===== src/rtl/exc_entry_pkg.sv =====
package exc_entry_pkg;
  localparam int SR_MD_B = 30;
  localparam int SR_RB_B = 29;
  localparam int SR_BL_B = 28;
  localparam int SR_FD_B = 15;
  localparam logic [31:0] SR_IMASK = 32'h0000_00F0;
  localparam logic [31:0] SR_ENTRY = 32'h7000_0000;
  localparam logic [31:0] RESET_PC = 32'hA000_0000;
  localparam logic [31:0] PON_SR = 32'h7000_00F0;
  localparam logic [31:0] PON_FPSCR = 32'h0004_0001;
  localparam logic [11:0] OFF_GENERAL = 12'h100;
  localparam logic [11:0] OFF_TLB = 12'h400;
  localparam logic [11:0] OFF_IRQ = 12'h600;

  typedef enum logic [2:0] {
    EV_RESET = 3'd0, EV_GENERAL = 3'd1, EV_TRAP = 3'd2,
    EV_TLB = 3'd3, EV_MULTIHIT = 3'd4, EV_IRQ = 3'd5
  } ev_kind_e;

  typedef struct packed {
    logic accept;
    logic to_reset;
    logic manual;
    logic save_ctx;
    logic wr_exp;
    logic wr_int;
    logic wr_tra;
    logic wr_tea;
    logic [11:0] vec_off;
  } ev_class_t;
endpackage


===== src/rtl/exc_classify.sv =====
module exc_classify
  import exc_entry_pkg::*;
(
  input  logic [2:0] kind,
  input  logic       blocked,
  output ev_class_t  cls
);
  always_comb begin
    cls = '0;
    case (kind)
      EV_RESET: begin
        cls.accept = 1'b1; cls.to_reset = 1'b1; cls.wr_exp = 1'b1;
      end
      EV_GENERAL: begin
        cls.accept = 1'b1; cls.wr_exp = 1'b1;
        if (blocked) begin
          cls.to_reset = 1'b1; cls.manual = 1'b1;
        end else begin
          cls.save_ctx = 1'b1; cls.vec_off = OFF_GENERAL;
        end
      end
      EV_TRAP: begin
        cls.accept = 1'b1; cls.save_ctx = 1'b1; cls.wr_exp = 1'b1;
        cls.wr_tra = 1'b1; cls.vec_off = OFF_GENERAL;
      end
      EV_TLB: begin
        cls.accept = 1'b1; cls.save_ctx = 1'b1; cls.wr_exp = 1'b1;
        cls.wr_tea = 1'b1; cls.vec_off = OFF_TLB;
      end
      EV_MULTIHIT: begin
        cls.accept = 1'b1; cls.to_reset = 1'b1; cls.wr_exp = 1'b1;
        cls.wr_tea = 1'b1;
      end
      EV_IRQ: begin
        cls.accept = 1'b1; cls.save_ctx = 1'b1; cls.wr_int = 1'b1;
        cls.vec_off = OFF_IRQ;
      end
      default: cls = '0;
    endcase
  end
endmodule


===== src/rtl/exc_next_state.sv =====
module exc_next_state
  import exc_entry_pkg::*;
#(
  parameter int XLEN        = 32,
  parameter int CODE_W      = 12,
  parameter int TRAP_W      = 8,
  parameter int PAGE_BITS   = 10,
  parameter logic [11:0] MANUAL_CODE = 12'h020,
  parameter logic [11:0] TRAP_CODE   = 12'h160
) (
  input  ev_class_t         cls,
  input  logic [CODE_W-1:0] code,
  input  logic [XLEN-1:0]   vpn,
  input  logic [TRAP_W-1:0] trapno,
  input  logic [XLEN-1:0]   sr_in,
  input  logic [XLEN-1:0]   vbr_in,
  input  logic [XLEN-1:0]   pteh_in,
  output logic [XLEN-1:0]   n_pc,
  output logic [XLEN-1:0]   n_sr,
  output logic [XLEN-1:0]   n_vbr,
  output logic [CODE_W-1:0] n_exp,
  output logic [XLEN-1:0]   n_tra,
  output logic [XLEN-1:0]   n_pteh
);
  localparam logic [XLEN-1:0] FD_MASK = XLEN'(1) << SR_FD_B;
  localparam logic [XLEN-1:0] RST_SET = XLEN'(SR_ENTRY | SR_IMASK);

  always_comb begin
    if (cls.to_reset) begin
      n_pc  = XLEN'(RESET_PC);
      n_vbr = '0;
      n_sr  = (sr_in | RST_SET) & ~FD_MASK;
    end else begin
      n_pc  = vbr_in + XLEN'(cls.vec_off);
      n_vbr = vbr_in;
      n_sr  = sr_in | XLEN'(SR_ENTRY);
    end
    if (cls.manual)      n_exp = CODE_W'(MANUAL_CODE);
    else if (cls.wr_tra) n_exp = CODE_W'(TRAP_CODE);
    else                 n_exp = code;
    n_tra  = XLEN'(trapno) << 2;
    n_pteh = {vpn[XLEN-1:PAGE_BITS], pteh_in[PAGE_BITS-1:0]};
  end
endmodule


===== src/rtl/exc_entry_seq.sv =====
module exc_entry_seq
  import exc_entry_pkg::*;
#(
  parameter int XLEN      = 32,
  parameter int CODE_W    = 12,
  parameter int TRAP_W    = 8,
  parameter int PAGE_BITS = 10,
  parameter logic [11:0] MANUAL_CODE = 12'h020,
  parameter logic [11:0] TRAP_CODE   = 12'h160
) (
  input  logic              clk,
  input  logic              rst,
  input  logic              ev_valid,
  input  logic [2:0]        ev_kind,
  input  logic [CODE_W-1:0] ev_code,
  input  logic [XLEN-1:0]   ev_vpn,
  input  logic [TRAP_W-1:0] ev_trapno,
  input  logic [XLEN-1:0]   sr_in,
  input  logic [XLEN-1:0]   r15_in,
  input  logic [XLEN-1:0]   vbr_in,
  input  logic [XLEN-1:0]   pteh_in,
  output logic [XLEN-1:0]   pc_o,
  output logic [XLEN-1:0]   npc_o,
  output logic [XLEN-1:0]   sr_o,
  output logic [XLEN-1:0]   ssr_o,
  output logic [XLEN-1:0]   sgr_o,
  output logic [XLEN-1:0]   vbr_o,
  output logic [XLEN-1:0]   fpscr_o,
  output logic              expevt_we,
  output logic [CODE_W-1:0] expevt_o,
  output logic              intevt_we,
  output logic [CODE_W-1:0] intevt_o,
  output logic              tra_we,
  output logic [XLEN-1:0]   tra_o,
  output logic              tea_we,
  output logic [XLEN-1:0]   tea_o,
  output logic              pteh_we,
  output logic [XLEN-1:0]   pteh_o,
  output logic              dslot_clr
);
  localparam logic [XLEN-1:0] PC_STEP = XLEN'(2);

  ev_class_t cls;
  logic [XLEN-1:0]   n_pc, n_sr, n_vbr, n_tra, n_pteh;
  logic [CODE_W-1:0] n_exp;
  logic              go;

  exc_classify u_cls (
    .kind(ev_kind), .blocked(sr_in[SR_BL_B]), .cls(cls)
  );

  exc_next_state #(
    .XLEN(XLEN), .CODE_W(CODE_W), .TRAP_W(TRAP_W), .PAGE_BITS(PAGE_BITS),
    .MANUAL_CODE(MANUAL_CODE), .TRAP_CODE(TRAP_CODE)
  ) u_next (
    .cls(cls), .code(ev_code), .vpn(ev_vpn), .trapno(ev_trapno),
    .sr_in(sr_in), .vbr_in(vbr_in), .pteh_in(pteh_in),
    .n_pc(n_pc), .n_sr(n_sr), .n_vbr(n_vbr), .n_exp(n_exp),
    .n_tra(n_tra), .n_pteh(n_pteh)
  );

  assign go = ev_valid && cls.accept;

  always_ff @(posedge clk) begin
    if (rst) begin
      pc_o      <= XLEN'(RESET_PC);
      npc_o     <= XLEN'(RESET_PC) + PC_STEP;
      sr_o      <= XLEN'(PON_SR);
      vbr_o     <= '0;
      fpscr_o   <= XLEN'(PON_FPSCR);
      ssr_o     <= '0;
      sgr_o     <= '0;
      expevt_o  <= '0;
      intevt_o  <= '0;
      tra_o     <= '0;
      tea_o     <= '0;
      pteh_o    <= '0;
      expevt_we <= 1'b0;
      intevt_we <= 1'b0;
      tra_we    <= 1'b0;
      tea_we    <= 1'b0;
      pteh_we   <= 1'b0;
      dslot_clr <= 1'b0;
    end else begin
      expevt_we <= go && cls.wr_exp;
      intevt_we <= go && cls.wr_int;
      tra_we    <= go && cls.wr_tra;
      tea_we    <= go && cls.wr_tea;
      pteh_we   <= go && cls.wr_tea;
      dslot_clr <= go;
      if (go) begin
        pc_o  <= n_pc;
        npc_o <= n_pc + PC_STEP;
        sr_o  <= n_sr;
        vbr_o <= n_vbr;
        if (cls.save_ctx) begin
          ssr_o <= sr_in;
          sgr_o <= r15_in;
        end
        if (cls.wr_exp) expevt_o <= n_exp;
        if (cls.wr_int) intevt_o <= ev_code;
        if (cls.wr_tra) tra_o    <= n_tra;
        if (cls.wr_tea) begin
          tea_o  <= ev_vpn;
          pteh_o <= n_pteh;
        end
      end
    end
  end

  AST_ENTRY_BLOCKS: assert property (@(posedge clk) disable iff (rst)
    (expevt_we || intevt_we) |-> sr_o[SR_BL_B] && sr_o[SR_MD_B]);
  AST_NPC_STEP: assert property (@(posedge clk) disable iff (rst)
    (expevt_we || intevt_we) |-> (npc_o == pc_o + PC_STEP) && dslot_clr);
  AST_IRQ_VECTOR: assert property (@(posedge clk) disable iff (rst)
    (ev_valid && ev_kind == EV_IRQ) |=>
      intevt_we && !expevt_we && (pc_o == $past(vbr_in) + XLEN'(OFF_IRQ)));
  AST_TRAP_NO_TEA: assert property (@(posedge clk) disable iff (rst)
    tra_we |-> !tea_we && (expevt_o == CODE_W'(TRAP_CODE)));
  AST_NESTED_RESET: assert property (@(posedge clk) disable iff (rst)
    (ev_valid && ev_kind == EV_GENERAL && sr_in[SR_BL_B]) |=>
      (pc_o == XLEN'(RESET_PC)) && (expevt_o == CODE_W'(MANUAL_CODE)));
  AST_IDLE_QUIET: assert property (@(posedge clk) disable iff (rst)
    !ev_valid |=> !expevt_we && !intevt_we && !dslot_clr && $stable(pc_o));
  AST_RESET_WINS: assert property (@(posedge clk) disable iff (rst)
    $past(rst) |-> (pc_o == XLEN'(RESET_PC)) && !expevt_we && !dslot_clr);
endmodule


===== config.mk =====
export PLATFORM = sky130hd
export DESIGN_NAME = exc_entry_seq
export DESIGN_NICKNAME = d
export VERILOG_FILES = /design/src/rtl/exc_entry_pkg.sv /design/src/rtl/exc_classify.sv /design/src/rtl/exc_next_state.sv /design/src/rtl/exc_entry_seq.sv
export SDC_FILE = /design/constraint.sdc
export NUM_CORES = 1
export LEC_CHECK = 0
export ABC_AREA = 1
export BUFFER_PORTS_ARGS = -buffer_cell sky130_fd_sc_hd__clkbuf_2
export CORE_AREA = 10 10 203 205
export DETAILED_ROUTE_END_ITERATION = 8
export DIE_AREA = 0 0 213 215
export MAX_ROUTING_LAYER = met4
export PLACE_DENSITY = 0.62
export SLEW_MARGIN = 20
export SYNTH_ARGS = -nofsm -noshare
export SYNTH_HDL_FRONTEND = slang
export SYNTH_SLANG_ARGS = --single-unit
export TNS_END_PERCENT = 50

===== constraint.sdc =====
create_clock -name clk -period 5.5 [get_ports clk]
set_input_delay 0.275 -clock clk [delete_from_list [all_inputs] [get_ports clk]]
set_output_delay 0.275 -clock clk [all_outputs]
set_load 0.03 [all_outputs]

==> results of run 1 <==
[worst max-delay path, delay by kind of cell]
| family | cells | cell delay (ns) |
|---|---|---|
| compound gates | 1 | 0.31 |
| simple gates | 15 | 1.93 |
| buf+inv | 3 | 0.23 |
| fa+ha+maj | 2 | 0.75 |
[sequential cells by signal, indices dropped and copies added, names as in the netlist, 10 cells and up]
name      count
expevt_o     12
pc_o         32
ssr_o        32
sgr_o        32
pteh_o       10
sr_o         29
intevt_o     12
npc_o        31
vbr_o        24
tea_o        32
[cell type report]
type                            count  area share
Inverter                           94      0.0226
Multi-Input combinational cell   1073       0.329
Sequential cell                   259       0.325
Clock buffer                       42      0.0531
Clock inverter                     12     0.00848
Timing Repair Buffer              586       0.224
Antenna cell                        2    0.000314
Tap cell                          474      0.0372
[worst max-delay path by stage]
stage                 to  slack [ns]       start
2_1_floorplan  npc_o[31]        2.68  ev_kind[1]
3_3_place_gp   npc_o[22]        1.92  ev_kind[1]
3_5_place_dp   npc_o[22]        1.85  ev_kind[1]
4_1_cts        npc_o[22]        2.44  ev_kind[1]
5_1_grt        npc_o[22]        2.14  ev_kind[1]
6_report       npc_o[27]        2.43  ev_kind[1]
[routing by layer]
layer / track usage / vias up / share of wire
li1: - / 5895 / -
met1: 0.234 / 5665 / 0.40
met2: 0.344 / 516 / 0.48
met3: 0.0421 / 91 / 0.077
met4: 0.0871 / 0 / 0.043
met5: - / - / 0
[layout by cell type (no fill, tap or decap), types with 4 or more instances in the layout]
cell	instances
inv_2	10
nor2_1	301
nor3_1	5
a21oi_1	93
o32a_1	4
nand2_1	221
dlygate4sd3_1	122
nor2_2	11
clkinv_2	8
conb_1	59
dfxtp_1	259
clkbuf_8	5
buf_4	10
nand4_1	14
o21bai_1	5
nor2_8	5
clkbuf_2	454
nor2_4	13
nand3_2	14
clkbuf_16	30
inv_1	79
a32o_1	4
a22o_1	25
nand2_2	13
nand3_1	64
o21ai_0	188
clkbuf_1	7
ha_1	4
[stage by stage]
| stage | total power [mW] | hold slack (ns) |
|---|---|---|
| finish | 5.11 | 0.0192 |
| global route | 5.32 | 0.0138 |
| CTS | 5.16 | 0.000211 |
| detailed placement | 3.08 | 0.451 |
| global placement | 3.07 | 0.443 |
| floorplan | 2.78 | 0.410 |
[logic make-up after synthesis]
family,share of synthesized area
compound gates,0.158
xor+xnor,0.00379
fa+ha+maj,0.00606
buf+inv,0.120
flops,0.448
other cells,0.000649
simple gates,0.263
[cells in the mapped netlist, types with 2 or more instances]
master,count,area [um2]
inv_2,9,33.8
nor2_1,304,1140
nor2_8,5,100
clkbuf_1,66,248
nor3_2,2,20.0
nand3b_1,2,15.0
o221ai_1,2,17.5
inv_1,81,304
nand3_2,14,140
xnor2_1,3,26.3
nand2_1,221,830
clkinv_1,2,7.51
o21ai_0,188,941
buf_1,2,7.51
a21oi_1,93,465
nand3_4,3,52.6
nand4_1,14,87.6
buf_6,3,33.8
a32o_1,4,40.0
o32a_1,4,40.0
nand3_1,64,320
nor2_2,11,68.8
nor3_1,5,25.0
o21ai_1,4,20.0
ha_1,4,50.1
o21bai_1,5,37.5
clkinv_2,2,10.0
buf_2,8,40.0
nor2_4,10,113
buf_4,91,683
a22o_1,25,219
conb_1,2,7.51
dfxtp_1,259,5180
o211ai_1,2,15.0
nand2_2,13,81.3
xor2_1,2,17.5
nand2_4,3,33.8
[power breakdown]
group          internal [mW]  switching, mW  total, mW
logic                  0.303          0.752       1.06
clock network           1.17          0.818       1.99
registers               2.00         0.0665       2.07
total                   3.47           1.64       5.11
[timing repair]
action                    CTS  global route
gates resized for setup     0             0
hold endpoints to repair  157             0
hold buffers              122             0
==> reports/results.tsv, run 1 <==
stage	metric	value	unit
status	status	finished clean	
clock_tree	clockBufferDepth	3	
synthesis	synth_area	11600	um2
final_layout	nets	2235	
global_route	grt_pass1_wl	71900	um
power	peakVddDrop	0.199	mV
timing	slew_headroom	0.308	
timing	max_clock_freq	0.326	GHz
final_layout	multi_input_area	5240	um2
critical_path	critPathCaptureType	register	
die	start_util	0.311	
critical_path	arrival	3.52	ns
final_layout	nFillCells	3751	
timing	tightest_slew	1.04	ns
clock_tree	clk_pin_slew	0.06	ns
hold_path	hp-start	vbr_in[18]	
timing	fin_setup_tns	0	ns
global_route	antenna_found_initial	2	
synthesis	synth-seq-cells	259	
placed_design	dpl_cell_area	13700	um2
clock_tree	tritoncts	done	
timing	finClkSkew	0	ns
synthesis	netlist_instances	1540	
clock_tree	numCtsBuffers	30	
detailed_routing	drcViolationCount	0	
synthesis	ys_seq_area_frac	0.448	
timing	report.final.slew_viol_count	0	
final_layout	area_delta_synth_final	37.7	%
final_layout	drive_above_1_share	0.287	
synthesis	synth_edf_count	0	
critical_path	critPathMaxStageDelay	0.43	ns
hold_path	min_path_cells	3	
global_route	grt_max_degree	119	
synthesis	syn_area_per_cell	7.51	um2
placed_design	dp_cells	2364	
detailed_routing	via_count	12200	
global_route	grt_pass1_vias	11900	
power	p_leak	7.77	nW
flow_run	drv_cap	0	
timing	fin_crit_sh	0.557	
timing	fin_ws	2.43	ns
clock_tree	ctsHtreeMaxLevel	1	
detailed_routing	avgRoutedWirePerCell	19.1	um
synthesis	yosys_most_used_dff	dfxtp_1	
die	die-area	45800	um2
detailed_routing	wirelength	48600	um
critical_path	slowest_stage	fa_1	
die	core	37200	um2
synthesis	async_flop_share	0	
synthesis	synth.distinct_cells	45	
die	die_w	213	um
critical_path	crit_type	in2reg	
timing	hold_viol	0	
placed_design	place_congestion	0.895	
critical_path	crit_required	5.96	ns
placed_design	port_buffers	454	
hold_path	min_to	vbr_o[18]	
clock_tree	cts_setup_buffers	0	
critical_path	rrSetupSlack	4.75	ns
placed_design	dp.final_hpwl	35900	um
critical_path	cp_max_fo	12	
final_layout	regArea	5180	um2
clock_tree	root_buffer	clkbuf_16	
final_layout	stdcell_area	15900	um2
global_route	grt_overflow	0	
final_layout	final_cells	2542	
die	io_pins	536	
timing	min_period	3.07	ns
detailed_routing	drt_pass1_iterations	5	
hold_path	hp-class	in2reg	
power	powerDensity	321	nW/um2
global_route	track_usage	0.206	
die	die_h	215	um
clock_tree	worst_skew_pair.late_latency	0.56	ns
critical_path	r2r_start	npc_o[25]	
critical_path	regToRegEndpoint	npc_o[25]	
clock_tree	cts.sinks	259	
detailed_routing	post_drt_via_cell_ratio	4.79	
detailed_routing	drt_iter0_markers	924	
critical_path	path_common_cell	nand2_1	
critical_path	reg2regPathDepth	4	
timing	setup_violations	0	
detailed_routing	ant_nets	0	
placed_design	place_ws	1.85	ns
critical_path	start_kind	input pin	
critical_path	path_cells	clkbuf_2 > inv_2 > nor2_1 > nand2_1 > o21ai_0 > ha_1 > fa_1 > nand2_1 > nand2_2 > nand2_2 > nor2_4 > nand4_1 > nand3_1 > nor2_1 > nand2_1 > nor2_1 > nand3_1 > nand2_1 > nand3_1 > nand2_1 > inv_1	
final_layout	finish.utilization	0.428	
timing	rsz0062_at_grt	false	
die	rows	71	
synthesis	ys.warnings.count	0	
Note: power is estimated with default switching activity, not from simulation.
==> inputs of run 2 (changes only) <==
--- a/config.mk
+++ b/config.mk
@@ -11,7 +11,7 @@
 export DETAILED_ROUTE_END_ITERATION = 8
 export DIE_AREA = 0 0 213 215
 export MAX_ROUTING_LAYER = met4
-export PLACE_DENSITY = 0.62
+export PLACE_DENSITY = 0.64
 export SLEW_MARGIN = 20
 export SYNTH_ARGS = -nofsm -noshare
 export SYNTH_HDL_FRONTEND = slang
==> constraint.sdc (replaced) <==
create_clock -name clk -period 2.7 [get_ports clk]
set_input_delay 0.135 -clock clk [delete_from_list [all_inputs] [get_ports clk]]
set_output_delay 0.135 -clock clk [all_outputs]
set_load 0.03 [all_outputs]
==> reports/results.tsv, run 2 (synthesis results as in run 1) <==
stage	metric	value	unit
status	status	finished clean	
timing	tightest_slew	0.724	ns
critical_path	reg2regPathDepth	2	
detailed_routing	drt_iter0_markers	1101	
detailed_routing	drcViolationCount	0	
power	clock_power_share	0.391	
die	die_h	215	um
final_layout	layout_commonest_cell	clkbuf_2	
timing	rsz0062_at_grt	false	
clock_tree	clk_pin_slew	0.06	ns
critical_path	cp_max_fo	3	
power	pwr-share-seq	0.393	
placed_design	place_ws	-0.133	ns
detailed_routing	ant_nets	0	
die	io_pins	536	
detailed_routing	dr_wl_met2	23400	um
clock_tree	numCtsBuffers	29	
global_route	grt_overflow	0	
detailed_routing	drt_pass1_iterations	5	
placed_design	port_buffers	454	
power	sw_frac_of_total	0.313	
critical_path	arrival	2.93	ns
critical_path	critPathMaxStageDelay	0.58	ns
detailed_routing	wl_met1	20200	um
power	powerDensity	632	nW/um2
clock_tree	cts_setup_buffers	0	
die	rows	71	
die	core	37200	um2
critical_path	slowest_stage	dlygate4sd3_1	
placed_design	dp_cells	2433	
die	start_util	0.311	
critical_path	start_kind	input pin	
detailed_routing	post_drt_via_cell_ratio	4.78	
power	p_switching	3.36	mW
global_route	grt_pass1_wl	75200	um
timing	report.final.slew_viol_count	0	
clock_tree	clockBufferDepth	3	
die	die_w	213	um
timing	slew_headroom	0.516	
detailed_routing	wirelength	50600	um
critical_path	critPathCaptureType	register	
final_layout	final_cells	2646	
final_layout	nets	2338	
critical_path	crit_type	in2reg	
placed_design	dp.final_hpwl	37400	um
flow_run	drv_cap	0	
detailed_routing	wl_met3	4120	um
power	peakVddDrop	0.522	mV
hold_path	hp-class	in2reg	
placed_design	place_congestion	0.934	
power	power	10.7	mW
global_route	antenna_found_initial	4	
final_layout	drive_above_1_share	0.308	
timing	setup_violations	0	
final_layout	nFillCells	3583	
timing	fin_setup_tns	0	ns
clock_tree	worst_skew_pair.late_latency	0.54	ns
detailed_routing	via_count	12600	
final_layout	layout_common_cells	clkbuf_2, nor2_1, dfxtp_1, nand2_1, o21ai_0	
die	die-area	45800	um2
critical_path	rrSetupSlack	1.95	ns
critical_path	path_cells	dlygate4sd3_1 > clkbuf_2 > ha_1 > fa_1 > nand2_1 > inv_1 > nor2_1 > buf_4 > inv_1 > nor3_2 > buf_4 > nand3_1 > nor2_1 > nand3_1 > nand2_1 > nand3_1 > nand2_1 > inv_1	
global_route	track_usage	0.215	
final_layout	area_delta_synth_final	46.9	%
clock_tree	tritoncts	done	
timing	fin_crit_sh	0.916	
power	p_leak	8.31	nW
timing	fin_ws	0.228	ns
detailed_routing	avgRoutedWirePerCell	19.1	um
clock_tree	ctsHtreeMaxLevel	1	
power	p_comb_frac	0.216	
timing	max_clock_freq	0.405	GHz
timing	min_period	2.47	ns
hold_path	min_path_cells	5	
power	p_int	7.38	mW
timing	hold_viol	0	
clock_tree	cts.sinks	259	
global_route	grt_max_degree	141	
clock_tree	root_buffer	clkbuf_16	
detailed_routing	maxUsedRoutingLayer	met4	
critical_path	crit_required	3.16	ns
global_route	grt_pass1_vias	12600	
timing	finClkSkew	0	ns
[run 2: layout make-up]
cell class / instances / area [um2] / area share
multi-input cells: 1073 / 5270 / 0.310
clock inverters: 11 / 166 / 0.00980
inverters: 94 / 360 / 0.0212
flip-flops and latches: 259 / 5180 / 0.305
clock buffers: 41 / 851 / 0.0501
well taps: 474 / 593 / 0.0349
diodes: 4 / 10.0 / 0.000589
repair buffers: 690 / 4550 / 0.268
[run 2: metal layers]
layer / vias to the layer above / GRT usage
met1: 5842 / 0.243
li1: 6095 / -
met3: 135 / 0.0518
met5: - / -
met2: 571 / 0.347
met4: 0 / 0.112
[run 2: power groups by stage]
stage	Combinational, mW	Clock, mW	Sequential, mW
floorplan	0.904	0	4.76
global placement	2.09	0	4.29
detailed placement	2.11	0	4.30
CTS	2.31	4.28	4.22
global route	2.48	4.44	4.25
finish	2.32	4.20	4.22
[run 2: stage by stage]
step	instance area [um2]	hold WS [ns]	utilization
final	17000	0.0792	0.456
after global routing	17000	0.0767	0.456
after CTS	16900	0.0418	0.455
after detailed placement	14300	0.364	0.385
after global placement	14300	0.359	0.385
after floorplan	11800	0.270	-
[run 2: final timing paths]
kind	from	end
hold / removal	vbr_in[7]	pc_o[7]
setup reg to reg	npc_o[30]	npc_o[30]
hold reg to reg	expevt_o[5]	expevt_o[5]
setup / recovery	vbr_in[8]	npc_o[28]
[run 2: repair_timing]
item	in CTS	in global routing
hold buffers	158	0
endpoints found under the setup margin	0	20
hold endpoints to repair	201	0
gates resized for setup	0	12
[run 2: critical path, delay by kind of cell]
family                     cells  cell delay (ns)
buffers and inverters          7             1.17
adders and majority gates      2             0.60
and+or+nand+nor                9             1.03
